$ cat src/rtl/hz_pkg.sv
package hz_pkg;
  // Remaining cycles a decode instruction must wait for a single producer.
  typedef enum logic [1:0] {
    HZ_NONE = 2'd0,
    HZ_ONE  = 2'd1,
    HZ_TWO  = 2'd2
  } hz_need_e;

  localparam int unsigned HZ_NEED_W = 2;
endpackage

$ cat src/rtl/hz_src_match.sv
module hz_src_match #(
  parameter int unsigned REG_W   = 5,
  parameter int unsigned NUM_SRC = 2
) (
  input  logic [NUM_SRC-1:0][REG_W-1:0]          src,
  input  logic [NUM_SRC-1:0]                     use_src,
  input  logic [REG_W-1:0]                       ex_dst,
  input  logic                                   ex_we,
  input  logic [REG_W-1:0]                       mem_dst,
  input  logic                                   mem_we,
  output logic [NUM_SRC-1:0][hz_pkg::HZ_NEED_W-1:0] need
);
  import hz_pkg::*;

  logic ex_live;
  logic mem_live;

  // A stage only produces a hazard if it writes a real (nonzero) register.
  assign ex_live  = ex_we  && (ex_dst  != '0);
  assign mem_live = mem_we && (mem_dst != '0);

  for (genvar i = 0; i < NUM_SRC; i++) begin : g_src
    logic hit_ex;
    logic hit_mem;
    assign hit_ex  = use_src[i] && ex_live  && (src[i] == ex_dst);
    assign hit_mem = use_src[i] && mem_live && (src[i] == mem_dst);
    // Execute is the nearer producer, so it needs the longer wait.
    always_comb begin
      if (hit_ex)       need[i] = HZ_TWO;
      else if (hit_mem) need[i] = HZ_ONE;
      else              need[i] = HZ_NONE;
    end
  end
endmodule

$ cat src/rtl/hz_demand_merge.sv
module hz_demand_merge #(
  parameter int unsigned NUM_SRC = 2
) (
  input  logic [NUM_SRC-1:0][hz_pkg::HZ_NEED_W-1:0] need,
  output logic [hz_pkg::HZ_NEED_W-1:0]              need_max,
  output logic                                      stall
);
  import hz_pkg::*;

  // Largest outstanding wait across all sources.
  always_comb begin
    need_max = HZ_NONE;
    for (int i = 0; i < NUM_SRC; i++) begin
      if (need[i] > need_max) need_max = need[i];
    end
  end

  assign stall = (need_max != HZ_NONE);
endmodule

$ cat src/rtl/hz_redirect.sv
module hz_redirect (
  input  logic is_branch,
  input  logic taken,
  input  logic stall,
  output logic flush
);
  // A branch held by a data hazard has stale operands; its outcome waits.
  assign flush = is_branch && taken && !stall;
endmodule

$ cat src/rtl/hz_stall_ctrl.sv
module hz_stall_ctrl #(
  parameter int unsigned REG_W = 5
) (
  input  logic [REG_W-1:0] id_src_a,
  input  logic             id_use_a,
  input  logic [REG_W-1:0] id_src_b,
  input  logic             id_use_b,
  input  logic             id_is_branch,
  input  logic             id_br_taken,
  input  logic [REG_W-1:0] ex_dst,
  input  logic             ex_we,
  input  logic [REG_W-1:0] mem_dst,
  input  logic             mem_we,
  output logic             hold_front,
  output logic             bubble_ex,
  output logic             flush_fetch
);
  import hz_pkg::*;

  localparam int unsigned NUM_SRC = 2;

  logic [NUM_SRC-1:0][REG_W-1:0]     src_vec;
  logic [NUM_SRC-1:0]                use_vec;
  logic [NUM_SRC-1:0][HZ_NEED_W-1:0] need_vec;
  logic [HZ_NEED_W-1:0]              need_max;
  logic                              stall_w;

  assign src_vec = {id_src_b, id_src_a};
  assign use_vec = {id_use_b, id_use_a};

  hz_src_match #(.REG_W(REG_W), .NUM_SRC(NUM_SRC)) u_match (
    .src     (src_vec),
    .use_src (use_vec),
    .ex_dst  (ex_dst),
    .ex_we   (ex_we),
    .mem_dst (mem_dst),
    .mem_we  (mem_we),
    .need    (need_vec)
  );

  hz_demand_merge #(.NUM_SRC(NUM_SRC)) u_merge (
    .need     (need_vec),
    .need_max (need_max),
    .stall    (stall_w)
  );

  hz_redirect u_redir (
    .is_branch (id_is_branch),
    .taken     (id_br_taken),
    .stall     (stall_w),
    .flush     (flush_fetch)
  );

  // The wait depth is re-derived each cycle as producers advance.
  logic unused_depth;
  assign unused_depth = ^need_max;

  assign hold_front = stall_w;
  assign bubble_ex  = stall_w;
endmodule

$ cat config.mk
export PLATFORM = sky130hd
export DESIGN_NAME = hz_stall_ctrl
export DESIGN_NICKNAME = d
export VERILOG_FILES = /design/src/rtl/hz_pkg.sv /design/src/rtl/hz_src_match.sv /design/src/rtl/hz_demand_merge.sv /design/src/rtl/hz_redirect.sv /design/src/rtl/hz_stall_ctrl.sv
export SDC_FILE = /design/constraint.sdc
export NUM_CORES = 1
export LEC_CHECK = 0
export CAP_MARGIN = 0
export CORE_AREA = 2 2 39 41
export DETAILED_ROUTE_END_ITERATION = 7
export DIE_AREA = 0 0 41 43
export PLACE_DENSITY = 0.7
export SYNTH_ARGS = -nofsm -noshare
export SYNTH_HDL_FRONTEND = slang
export SYNTH_SLANG_ARGS = --single-unit
$ cat constraint.sdc
create_clock -name vclk -period 2.3
set_input_delay 0.23 -clock vclk [all_inputs]
set_output_delay 0.23 -clock vclk [all_outputs]
set_load 0.01 [all_outputs]
; ---- Word level (Yosys, flattened, before mapping)
; Index checks and enable logic that the tools add are counted.
[totals]
romBits = 0
in_bits = 26
latchBits = 0
mem_bits_rw = 0
elab_cells = 28
register_bits = 0
mem_count = 0
[classes]
n_mux = 6
bitwise_logic = 0
n_reduce_logical = 16
order_cmp = 2
shifts = 0
div_mod_pow = 0
n_mul = 0
eq_ne = 4
add_sub_neg = 0
[op_table]
columns = op, n
row1 = 5-bit equality test, 4
row2 = 1-bit logical AND, 12
row3 = 5-bit nonzero test, 2
row4 = 2-bit two-way mux, 4
row5 = 2-bit by 1-bit greater-than comparator with 1-bit output (second input constant), 1
row6 = 2-bit greater-than comparator, 1
row7 = 1-bit two-way mux, 2
row8 = 2-bit nonzero test, 1
row9 = 1-bit zero test, 1

; ---- Depth between registers and ports, before layout
; Gate-level depths: netlist (run 1).
[depth]
depth_word = 13
ltp_mapped = 10
mapped_depth_nobuf = 9

; ---- Hierarchy
; Synthesis (run 1) repeated with hierarchy kept, for this count alone.
[unflattened]
cells_unflattened = 56
hier_area_um2 = 446.7
[by_module_without_submodules]
columns = mod, seq_area_each_um2, cells_each, n_inst, area_per_inst_um2
row1 = hz_src_match, 0.0, 38, 1, 312.8
row2 = hz_demand_merge, 0.0, 16, 1, 117.6
row3 = hz_redirect, 0.0, 1, 1, 8.8
row4 = hz_stall_ctrl, 0.0, 1, 1, 7.5

; ---- Least setup slack after synthesis (run 1)
; Ideal clock, no wire load.
[synth_timing]
kind = in2out
startpoint = input ex_dst[0]
endpoint = output hold_front
slack_ns = -0.253
arrival_ns = 2.323
path_stages = 10
n_path_buf = 1
t_required_ns = 2.070
cell_sequence = or4_4 o21ai_2 nor3_2 or3_4 ha_1 inv_1 o22ai_1 nand3_1 o211ai_1 buf_4
[synth_between]
elab_chain_len = 10
elab_cells_between_ends = 15
[synth_lines]
columns = item, line
row1 = from (decl), hz_stall_ctrl.sv:10  ; input logic [REG_W-1:0] ex_dst,
row2 = 5-bit nonzero test, hz_src_match.sv:19  ; assign ex_live = ex_we && (ex_dst != '0);
row3 = 1-bit logical AND, hz_src_match.sv:19
row4 = 1-bit logical AND (2 in series), hz_src_match.sv:25  ; assign hit_ex = use_src[i] && ex_live && (src[i] == ex_dst);
row5 = 2-bit two-way mux, hz_src_match.sv:29  ; if (hit_ex) need[i] = HZ_TWO;
row6 = 2-bit by 1-bit greater-than comparator with 1-bit output, hz_demand_merge.sv:14  ; if (need[i] > need_max) need_max = need[i];
row7 = 2-bit two-way mux, hz_demand_merge.sv:14
row8 = 2-bit greater-than comparator, hz_demand_merge.sv:14
row9 = 2-bit two-way mux (*), hz_demand_merge.sv:14
row10 = 2-bit nonzero test (*), hz_demand_merge.sv:18  ; assign stall = (need_max != HZ_NONE);
row11 = to (decl), hz_stall_ctrl.sv:14  ; output logic hold_front,
; Mark *: on every way between the ends. The rest lies on a longest branch, timed or not.

; ---- Worst setup path in the final report (run 1)
[layout_timing]
startpoint = input ex_dst[0]
endpoint = output bubble_ex
[layout_between]
elab_chain_len = 10
elab_cells_between_ends = 15
[layout_lines]
columns = item, line
row1 = 5-bit nonzero test, hz_src_match.sv:19
row2 = 1-bit logical AND, hz_src_match.sv:19
row3 = 1-bit logical AND (2 in series), hz_src_match.sv:25
row4 = 2-bit two-way mux, hz_src_match.sv:29
row5 = 2-bit by 1-bit greater-than comparator with 1-bit output, hz_demand_merge.sv:14
row6 = 2-bit two-way mux, hz_demand_merge.sv:14
row7 = 2-bit greater-than comparator, hz_demand_merge.sv:14
row8 = 2-bit two-way mux (*), hz_demand_merge.sv:14
row9 = 2-bit nonzero test (*), hz_demand_merge.sv:18
row10 = to (decl), hz_stall_ctrl.sv:15  ; output logic bubble_ex,
; Marks and branches as above.

==> results of run 1 <==
## synth_stat cells, types with 2 or more instances
master and number:
ha_1 3, inv_1 2, nand2_1 2, nand3_1 2, nand4_1 2, nor4_1 2, xnor2_1 12, xor2_1 8
## area by class of cell
cell class / instances / area, um^2 / area share (%)
inverters: 2 / 7.51 / 0.828
well taps: 16 / 20.0 / 2.21
multi-input cells: 45 / 428 / 47.2
repair buffers: 55 / 452 / 49.8
## timing repair
action,in CTS,in global routing
hold buffers,0,0
setup endpoints to repair,3,3
gates resized for setup,53,2
pin swaps,15,8
buffers inserted,3,0
## worst max-delay path, delay by kind of cell
kind            cells  cell delay [ns]
fa+ha+maj           1             0.27
compound gates      3             0.43
simple gates        4             1.08
buf+inv             3             0.28
## worst min path at each step
stage	from	endpoint	slack, ns	cells past startpoint
finish	id_br_taken	flush_fetch	1.25	4
global route	id_br_taken	flush_fetch	1.30	4
CTS	id_br_taken	flush_fetch	1.26	4
detailed placement	id_br_taken	flush_fetch	1.59	4
global placement	id_br_taken	flush_fetch	1.58	4
floorplan	id_br_taken	flush_fetch	0.72	2
## power breakdown
group	internal [uW]	leakage, uW	total [uW]	switching (uW)
Clock	0	0	0	0
Combinational	83.5	0.000396	131	47.4
Sequential	0	0	0	0
## metal layers
metal | track usage [%] | vias to the layer above | share of wire, %
li1 | - | 282 | -
met1 | 21.5 | 233 | 40
met2 | 34.4 | 18 | 55
met3 | 0 | 0 | 4.4
met4 | 0 | 0 | 0
met5 | 0 | - | 0
## per-stage QoR
step / cells / power (uW) / hold slack [ns] / TNS (ns)
3_5_place_dp: 115 / 134 / 1.59 / -3.06
5_1_grt: 118 / 142 / 1.30 / -1.01
2_1_floorplan: 48 / 41.8 / 0.723 / -0.166
3_3_place_gp: 115 / 133 / 1.58 / -2.77
4_1_cts: 118 / 131 / 1.26 / -0.743
6_report: 118 / 131 / 1.25 / -0.707
## kinds of logic after synthesis
group	synth area share, %
xor+xnor	46.2
simple gates	29.7
compound gates	10.2
fa+ha+maj	9.90
buf+inv	3.96
==> run metrics, run 1 <==
status=finished with violations; failing checks=setup timing; DP Worst Slack=-1.04 ns; seq_cells=0; Synth Area per Inst=slightly below 8 um^2; cell breakdown of the critical path=buf_6, or4_4, o21ai_4, nor3_2, or3_4, ha_4, inv_2, o22ai_4, nand3_2, o211ai_1, buf_2; Pre-antenna DRT Iters=2; Final Wtd Congestion=approximately 0.74; Vias=around 530; max-slew violation count=0; DP HPWL=1160 um; grt ovf=0; Distinct cells, synth=23; post-layout minimum cycle time=roughly 2.5 ns; final core utilization=approximately 66%; Lkg Pwr=approximately 0.00040 uW; crit start category=primary input; Worst path max stage delay=around 0.54 ns; Final Hold Viols=0; unrepaired setup endpoints after global routing=yes; fin crit share=110%; CP max FO=3; final layout net count=approximately 130; data required time of the critical path=2.07 ns; Sequential cell area=0 um^2; Worst Setup SP=ex_dst[0]; crit path to=bubble_ex; die height=43 um; Max Cap Violations=0; clock buffers=0; vias in the first global route=roughly 570; Placed Area=between 800 and 900 um^2; final WL=~1300 um; critical path type=primary input to primary output; P&R area growth vs syn=139%; Core ar.=roughly 1400 um^2; Mapped Cells=between 40 and 50; Worst EP arrival=2.31 ns; Boundary Pins=29; detailed router's first-iteration violation count=1; pwr/cell area=about 140 nW/um^2; initial antenna violation count=0; row count=14; die area=1760 um^2; fmax=0.394 GHz; n_diodes=0; starting density of the core=27.4%; Tot GR Track Use=between 15 and 20%; Post-Syn Nets=a little under 80; Filler cells=about 140; most frequent cells in the layout=25 x buf_4, 12 x xnor2_1, 9 x dlygate4sd2_1, 9 x clkdlybuf4s50_1, 8 x xor2_1; share of the synthesized area in the top cell type=between 20% and 30%; leading area contributor after synthesis=xnor2_1; Die Width=between 40 and 50 um; Routed Antenna Nets=0; first-pass GRT wire length=between 2000 and 2500 um; layout cells sized above 1=45.1%; port bufs=29; Critical-path top delay cell=or4_4; Hold Crit Class=primary input to primary output; Syn Std Cell Area=between 300 and 400 um^2; final instance area=roughly 910 um^2; Finish-stage setup viols=3; relative slew slack=between 80% and 90%; register area share after synthesis=0%; Least-Margin Pin Slew=0.249 ns; most common cell after layout, fill and taps aside=buf_4; DRC violations left=0; post-DR wirelength/cell=about 11 um; worst ir drop on vdd=~0.07 mV; vias per cell=~4.5; crit end category=primary output; largest net degree at the start of global routing=4; Worst Slack Setup Final=-0.238 ns; top post-synthesis cells by area=xnor2_1 28%, xor2_1 18%, ha_1 9.9%, nand4_1 3.3%, nor4_1 3.3%; Yosys warning count=0
Note: power is estimated with default switching activity, not from simulation.
==> run 2: changes to the inputs <==
--- a/config.mk
+++ b/config.mk
@@ -5,7 +5,7 @@
 export SDC_FILE = /design/constraint.sdc
 export NUM_CORES = 1
 export LEC_CHECK = 0
-export CAP_MARGIN = 0
+export ABC_CLOCK_PERIOD_IN_PS = 2300
 export CORE_AREA = 2 2 39 41
 export DETAILED_ROUTE_END_ITERATION = 7
 export DIE_AREA = 0 0 41 43
==> results of run 2 <==
No change in the layout: final DEF, timing and power equal those of run 1.
